===== config.mk =====
export PLATFORM = sky130hd
export DESIGN_NAME = selfcheck_cyclic_enc
export DESIGN_NICKNAME = d
export VERILOG_FILES = /design/src/rtl/enc_pkg.sv /design/src/rtl/enc_parity_net.sv /design/src/rtl/enc_syndrome.sv /design/src/rtl/enc_ctrl.sv /design/src/rtl/selfcheck_cyclic_enc.sv
export SDC_FILE = /design/constraint.sdc
export NUM_CORES = 1
export LEC_CHECK = 0
export ABC_AREA = 1
export BUFFER_PORTS_ARGS = -buffer_cell sky130_fd_sc_hd__buf_4
export CORE_ASPECT_RATIO = 1.1
export CORE_MARGIN = 2
export CORE_UTILIZATION = 40
export DETAILED_ROUTE_END_ITERATION = 6
export PLACE_DENSITY_LB_ADDON = 0.1
export SETUP_SLACK_MARGIN = 0.05
export SLEW_MARGIN = 40
export SYNTH_ARGS = -nofsm -noshare
export SYNTH_HDL_FRONTEND = slang
export SYNTH_SLANG_ARGS = --single-unit

===== constraint.sdc =====
create_clock -name clk -period 1.2 [get_ports clk]
set_input_delay 0.24 -clock clk [delete_from_list [all_inputs] [get_ports clk]]
set_output_delay 0.24 -clock clk [all_outputs]
set_load 0.005 [all_outputs]

===== src/rtl/enc_pkg.sv =====
// Package: shared parameters, state type and the column function of the
// systematic generator. Assumes the generator polynomial has degree PAR_W.
package enc_pkg;
    parameter int unsigned INFO_W    = 7;
    parameter int unsigned PAR_W     = 8;
    parameter int unsigned CW_W      = INFO_W + PAR_W;
    parameter int unsigned RETRY_MAX = 3;
    // g(x) without its leading x^8 term: 1 + x^4 + x^6 + x^7
    parameter logic [PAR_W-1:0] GEN_LOW = 8'hD1;
    localparam int unsigned CNT_W = $clog2(RETRY_MAX + 1);

    typedef enum logic [1:0] {
        ST_IDLE  = 2'd0,
        ST_CHECK = 2'd1,
        ST_FAULT = 2'd2
    } enc_state_t;

    // remainder of x^(PAR_W + j) modulo g(x): generator column for info bit j
    function automatic logic [PAR_W-1:0] col_rem(input int unsigned j);
        logic [PAR_W-1:0] r;
        r = GEN_LOW;
        for (int unsigned s = 0; s < j; s++) begin
            r = {r[PAR_W-2:0], 1'b0} ^ (r[PAR_W-1] ? GEN_LOW : '0);
        end
        return r;
    endfunction
endpackage


===== src/rtl/enc_parity_net.sv =====
// Parallel parity network: XOR of the generator columns selected by the
// information bits, then the test mask. Purely combinational.
module enc_parity_net
    import enc_pkg::*;
(
    input  logic [INFO_W-1:0] info,
    input  logic [PAR_W-1:0]  mask,
    output logic [PAR_W-1:0]  parity
);
    logic [PAR_W-1:0] term [INFO_W];

    // one gated column per information bit
    for (genvar j = 0; j < INFO_W; j++) begin : g_col
        localparam logic [PAR_W-1:0] COL = col_rem(j);
        assign term[j] = info[j] ? COL : '0;
    end

    // reduce the gated columns and apply the injected mask
    always_comb begin
        logic [PAR_W-1:0] acc;
        acc = mask;
        for (int j = 0; j < INFO_W; j++) acc = acc ^ term[j];
        parity = acc;
    end
endmodule


===== src/rtl/enc_syndrome.sv =====
// Syndrome checker: re-derives the parity with a serial division
// (shift-register form, unrolled) and compares it to the parity field.
// Assumes codeword layout {parity, info}.
module enc_syndrome
    import enc_pkg::*;
(
    input  logic [CW_W-1:0]  cw,
    output logic [PAR_W-1:0] synd,
    output logic             clean
);
    // divide x^PAR_W * info(x) by g(x), most significant bit first
    always_comb begin
        logic [PAR_W-1:0] rem;
        logic             fb;
        rem = '0;
        for (int j = INFO_W - 1; j >= 0; j--) begin
            fb  = rem[PAR_W-1] ^ cw[j];
            rem = {rem[PAR_W-2:0], 1'b0} ^ (fb ? GEN_LOW : '0);
        end
        synd  = rem ^ cw[CW_W-1:INFO_W];
        clean = (synd == '0);
    end
endmodule


===== src/rtl/enc_ctrl.sv =====
// Detect-and-repeat control: accepts a word, checks each encode once per
// cycle, repeats on a dirty syndrome up to RETRY_MAX times, then locks
// in a sticky fault state until reset.
module enc_ctrl
    import enc_pkg::*;
(
    input  logic clk,
    input  logic rst_n,
    input  logic in_valid,
    input  logic synd_clean,
    output logic in_ready,
    output logic accept,
    output logic emit,
    output logic out_valid,
    output logic retry,
    output logic fault
);
    enc_state_t       state;
    logic [CNT_W-1:0] cnt;

    // handshake and release decode
    always_comb begin
        in_ready = (state == ST_IDLE);
        accept   = in_ready && in_valid;
        emit     = (state == ST_CHECK) && synd_clean;
    end

    // state, retry count and status registers
    always_ff @(posedge clk) begin
        if (!rst_n) begin
            state     <= ST_IDLE;
            cnt       <= '0;
            out_valid <= 1'b0;
            retry     <= 1'b0;
            fault     <= 1'b0;
        end else begin
            out_valid <= 1'b0;
            retry     <= 1'b0;
            case (state)
                ST_IDLE: begin
                    if (accept) begin
                        state <= ST_CHECK;
                        cnt   <= '0;
                    end
                end
                ST_CHECK: begin
                    if (synd_clean) begin
                        out_valid <= 1'b1;
                        state     <= ST_IDLE;
                    end else if (cnt == CNT_W'(RETRY_MAX)) begin
                        fault <= 1'b1;
                        state <= ST_FAULT;
                    end else begin
                        cnt   <= cnt + 1'b1;
                        retry <= 1'b1;
                    end
                end
                default: state <= ST_FAULT;
            endcase
        end
    end
endmodule


===== src/rtl/selfcheck_cyclic_enc.sv =====
// Top: latches the accepted word, encodes it through the parity network,
// verifies the result with the syndrome checker and registers the
// codeword only when the syndrome is zero.
module selfcheck_cyclic_enc
    import enc_pkg::*;
(
    input  logic              clk,
    input  logic              rst_n,
    input  logic              in_valid,
    output logic              in_ready,
    input  logic [INFO_W-1:0] in_info,
    input  logic [PAR_W-1:0]  tst_mask,
    output logic              out_valid,
    output logic [CW_W-1:0]   out_cw,
    output logic              enc_retry,
    output logic              enc_fault
);
    logic [INFO_W-1:0] info_q;
    logic [PAR_W-1:0]  par;
    logic [PAR_W-1:0]  synd;
    logic [CW_W-1:0]   cw_now;
    logic              clean, accept, emit;

    enc_parity_net u_par (.info(info_q), .mask(tst_mask), .parity(par));

    assign cw_now = {par, info_q};

    enc_syndrome u_syn (.cw(cw_now), .synd(synd), .clean(clean));

    enc_ctrl u_ctl (
        .clk(clk), .rst_n(rst_n), .in_valid(in_valid), .synd_clean(clean),
        .in_ready(in_ready), .accept(accept), .emit(emit),
        .out_valid(out_valid), .retry(enc_retry), .fault(enc_fault)
    );

    // hold the accepted word for every encode attempt
    always_ff @(posedge clk) begin
        if (!rst_n)      info_q <= '0;
        else if (accept) info_q <= in_info;
    end

    // register the checked codeword on release
    always_ff @(posedge clk) begin
        if (!rst_n)    out_cw <= '0;
        else if (emit) out_cw <= cw_now;
    end
endmodule


==> Word level (Yosys, flattened, before mapping) <==
Index checks and enable logic that the tools add are counted.
{ "word_totals": {"ff_bits": 29, "inputBits": 18, "out_inout_bits": 19, "elab_cells": 71} }
{ "classes": {"n_addsub": 1, "n_eq_ne": 6, "mux": 24, "bitwise": 23, "n_reduce_logical": 10} }
{ "op_table": {"columns": ["cell", "n"], "rows": [
  ["$xor A8 B8 Y8", 14],
  ["$mux W8", 10],
  ["$mux W7", 2],
  ["$mux W2", 6],
  ["$logic_not A8 Y1", 1],
  ["$pmux W2 S2", 2],
  ["$mux W6", 1],
  ["$xor A1 B1 Y1", 6],
  ["$mux W5", 1],
  ["$ne A2 B2 Y1 const B", 2],
  ["$reduce_and A2 Y1", 2],
  ["$reduce_and A4 Y1", 1],
  ["$ne A3 B2 Y1 const B", 1],
  ["$not A1 Y1", 3],
  ["$reduce_and A3 Y1", 1],
  ["$reduce_or A3 Y1", 1],
  ["$add A2 B1 Y2 const B", 1],
  ["$eq A2 B1 Y1 const B", 1],
  ["$eq A2 B2 Y1 const B", 1],
  ["$logic_and A1 B1 Y1", 2],
  ["$logic_not A2 Y1", 1],
  ["$mux W1", 2],
  ["$ne A2 B1 Y1 const B", 1],
  ["$reduce_bool A2 Y1", 1]
]} }

==> Longest topological paths before layout <==
{ "depth": {"ltp_word": 23, "depth_mapped": 9, "mapped_depth_nobuf": 9} }

==> By module <==
Synthesis repeated with hierarchy kept, for this count alone.
{ "unflattened": {"cells_unflattened": 360, "area_unflattened_um2": 2102.0} }
{ "by_module_without_submodules": {"columns": ["module", "n_inst", "cells_each", "area_per_inst_um2", "seq_area_each_um2"], "rows": [
  ["selfcheck_cyclic_enc", 1, 138, 904.6, 440.4],
  ["enc_syndrome", 1, 107, 504.2, 0.0],
  ["enc_parity_net", 1, 76, 399.1, 0.0],
  ["enc_ctrl", 1, 39, 294.0, 140.1]
]} }

==> Worst setup path after synthesis <==
Ideal clock, no wire load.
{ "synth_timing": {"path_kind": "in2reg", "from": "input port tst_mask[6]", "to": "register out_cw[13]", "setup_time_ns": 0.109, "t_arrival_ns": 0.950, "required_ns": 1.091, "setup_slack_ns": 0.141, "stages": 9, "n_path_buf": 1, "cell_sequence": "nor2_1 > nand2_1 > nor2_4 > nand2_4 > inv_4 > buf_12 > nand3_2 > nand2_1 > inv_1"} }
{ "synth_between": {"elab_chain_len": 10} }
{ "synth_lines": {"columns": ["element", "line_no", "source"], "rows": [
  ["from (decl)", "selfcheck_cyclic_enc.sv:12", "input logic [PAR_W-1:0] tst_mask,"],
  ["$xor A8 B8 Y8 (*) (7 in series)", "enc_parity_net.sv:22", "for (int j = 0; j < INFO_W; j++) acc = acc ^ term[j];"],
  ["$xor A8 B8 Y8", "enc_syndrome.sv:20", "synd = rem ^ cw[CW_W-1:INFO_W];"],
  ["$logic_not A8 Y1", "enc_syndrome.sv:21", "clean = (synd == '0);"],
  ["$logic_and A1 B1 Y1", "enc_ctrl.sv:25", "emit = (state == ST_CHECK) && synd_clean;"],
  ["to (signal assigned)", "selfcheck_cyclic_enc.sv:45", "else if (emit) out_cw <= cw_now;"],
  ["to (decl)", "selfcheck_cyclic_enc.sv:14", "output logic [CW_W-1:0] out_cw,"]
]} }
Every way passes the cells marked *; elsewhere a longest branch is shown, timed or not.
A chain may end at the register's enable or synchronous reset.

==> Worst setup path after layout <==
{ "layout_timing": {"from": "register u_ctl.state[1]", "to": "output port in_ready"} }
{ "layout_between": {"elab_chain_len": 1} }
{ "layout_lines": {"columns": ["element", "line_no", "source"], "rows": [
  ["from (decl)", "enc_ctrl.sv:18", "enc_state_t state;"],
  ["from (signal assigned)", "enc_ctrl.sv:31", "state <= ST_IDLE;"],
  ["from (signal assigned)", "enc_ctrl.sv:42", "state <= ST_CHECK;"],
  ["from (signal assigned)", "enc_ctrl.sv:49", "state <= ST_IDLE;"],
  ["$logic_not A2 Y1", "enc_ctrl.sv:23", "in_ready = (state == ST_IDLE);"],
  ["to (decl)", "selfcheck_cyclic_enc.sv:10", "output logic in_ready,"]
]} }
No other way between the ends.

==> metrics.cfg <==
[run_status]
outcome=finished clean

[clocking]
cts_hold_buf=0
htreeDepth=2
clkTransAtPathRegs_ns=0.09
cts-root-buf=clkbuf_4
clock_latency_ns=0.34
cts_max_path_buffers=2
cts_buffers=5
cts_tree=yes
clock-sinks=29

[timing]
rsz0062_at_grt=yes
skew_ns=0.00718
finalSetupTns_ns=0
tightest_slew_ns=0.290
maxSlewViolCount=0
setup_ws_ns=0.0667
period_share=0.944
setup_viol=0
period_needed_ns=1.13
fmax_mhz=882
slew_headroom=0.806
hold_viol_final=0

[routing]
drt_iter0_markers=39
drtAntennaViolNets=0
drt-total-wl_um=3440
viasPerCell=4.49
first_pass_iters=4
wl_per_cell_um=11.0
drc_errors=0
num_vias=1410

[placed_design]
place.gp.congestion=0.769
hpwlAfterDp_um=2510
place_ws_ns=-0.146
postPlaceCellArea_um2=1870
io_buffers=36

[synth]
ys_ff_latch=29
syn-instance-count=208
synth.yosys.warnings=0
synth_mux_area_frac=0
synth_top_family_by_area=simple AND/OR/NAND/NOR gates
syn-num-nets=227
synth_xor_area_frac=0.0603
synthAdderAreaFrac=0.00862
synth_compound_area_frac=0.129
synth_area_um2=1450
synth-simple-area-share=0.295
avgSynthCellArea_um2=6.98
ys_seq_area_frac=0.400
ys_types=25

[cells_and_area]
syn_to_final_growth_pct=40.4
antenna_cells=0
final_nets=284
drive_above_1_share=0.376
fin_util=0.597
final_area_um2=2040

[floorplan]
io_pins=37
num_rows=22
design.die.area_um2=4130
die_width_um=61.4
dieHeight_um=67.2
start_util=0.425
core-area_um2=3410

[worst_setup_path]
crit_chain=nor2_2, buf_4
ff2ff_path_depth=7
setup.worst_path.start_class=flip-flop
cp_num_buf_inv=1
end_kind=primary output
cp_max_fo=2
crit_required_ns=0.96
cp.depth=2
cpPeakStageDelay_ns=0.33
crit_type=reg -> out
slowest_stage=dfxtp_2
cp.arrival_ns=0.89
path_delay_family=flip-flops
rrSetupSlack_ns=0.11

[global_routing]
grt_overflow=0
grt_start_max_net_pins=25
grt_pass1_wl_um=5620
antenna_found_initial=0
grt_pass1_vias=1287
grt_use_total=0.188

[worst_hold_path]
hold_path.class=in -> reg
whs_path_depth=3

[power_and_ir_drop]
p_leak_nw=0.983
cellPowerDensity_nw_per_um2=1030
ir_worst_vdd_uv=572

[run]
cap_violations=0

worst paths after layout:
path	from	to
max reg2reg	u_ctl.state[1]	out_cw[10]
min reg2reg	u_ctl.fault	u_ctl.fault
max	u_ctl.state[1]	in_ready
min	in_info[5]	info_q[5]
power by group:
part	internal [mW]	total (mW)	switching, mW
sequential	1.00	1.05	0.0448
combinational	0.232	0.495	0.262
clock	0.222	0.568	0.346
total	1.46	2.11	0.653
layer usage:
| layer | track usage | part of all wire | up-vias |
|---|---|---|---|
| met5 | 0 | 0 | - |
| met4 | 0.0878 | 0.022 | 0 |
| met3 | 0.0575 | 0.046 | 7 |
| met2 | 0.277 | 0.43 | 41 |
| met1 | 0.249 | 0.50 | 590 |
| li1 | - | - | 772 |
flip-flops by register name, summed over array words and instances (netlist names):
signal,cells
u_ctl.retry,1
u_ctl.fault,1
u_ctl.state,2
u_ctl.cnt,2
u_ctl.out_valid,1
out_cw,15
info_q,7
worst register-to-register path: stages (launching register included):
cell and delay [ns]:
dfxtp_2 0.34, inv_1 0.06, nand2_2 0.09, clkinv_4 0.11, nand2_8 0.11, inv_6 0.07
o21ai_0 0.15, nor2_1 0.05
stage by stage:
step	power [mW]	hold WS [ns]	cells
after floorplan	1.34	0.378	208
after global placement	1.51	0.442	303
after detailed placement	1.51	0.450	303
after CTS	2.08	0.173	311
after global routing	2.27	0.185	314
final	2.11	0.167	314
synth_stat cells:
master | count | area (µm²)
buf_12 | 1 | 20.0
clkbuf_8 | 1 | 13.8
nor3_1 | 1 | 5.00
inv_2 | 1 | 3.75
nand2_4 | 1 | 11.3
o21ai_1 | 1 | 5.00
a21oi_1 | 15 | 75.1
inv_4 | 1 | 6.26
nand2_1 | 54 | 203
or2_2 | 1 | 6.26
nand3_1 | 10 | 50.1
nor2_1 | 31 | 116
xor2_1 | 4 | 35.0
nand3_2 | 1 | 10.0
buf_6 | 1 | 11.3
nand3b_1 | 2 | 15.0
xnor2_1 | 6 | 52.6
a21oi_2 | 2 | 17.5
buf_2 | 3 | 15.0
nor2_4 | 1 | 11.3
ha_1 | 1 | 12.5
dfxtp_1 | 29 | 581
clkbuf_2 | 2 | 10.0
o21ai_0 | 18 | 90.1
inv_1 | 20 | 75.1
layout by cell type (no fill, tap or decap), types with 5 or more instances in the layout:
master / instances
buf_4: 53
nor2_1: 27
nand2_2: 10
xnor2_1: 6
o21ai_1: 6
nand3_1: 10
clkbuf_4: 5
a21oi_1: 14
nand2_1: 44
inv_1: 17
o21ai_0: 13
dfxtp_1: 21
logic make-up after synthesis:
| group | after synthesis |
|---|---|
| flops | 29 |
| simple gates | 102 |
| compound gates | 36 |
| buf+inv | 30 |
| xor+xnor | 10 |
| fa+ha+maj | 1 |
cell type report:
cell class / count / area (µm²)
fillers: 369 / 1380
multi-input cells: 151 / 793
flip-flops and latches: 29 / 601
repair buffers: 56 / 440
inverters: 22 / 92.6
well taps: 48 / 60.1
clock buffers: 6 / 41.3
clock inverters: 2 / 10.0
repair_timing:
| item | 4_1_cts | 5_1_grt |
|---|---|---|
| pin swaps | 1 | 5 |
| resized for setup | 8 | 34 |
| setup buffers | 0 | 1 |
| endpoints found under the setup margin | 16 | 22 |
| hold endpoints to repair | 0 | 0 |
| gates cloned | 0 | 2 |
(Power assumes the default switching activity.)
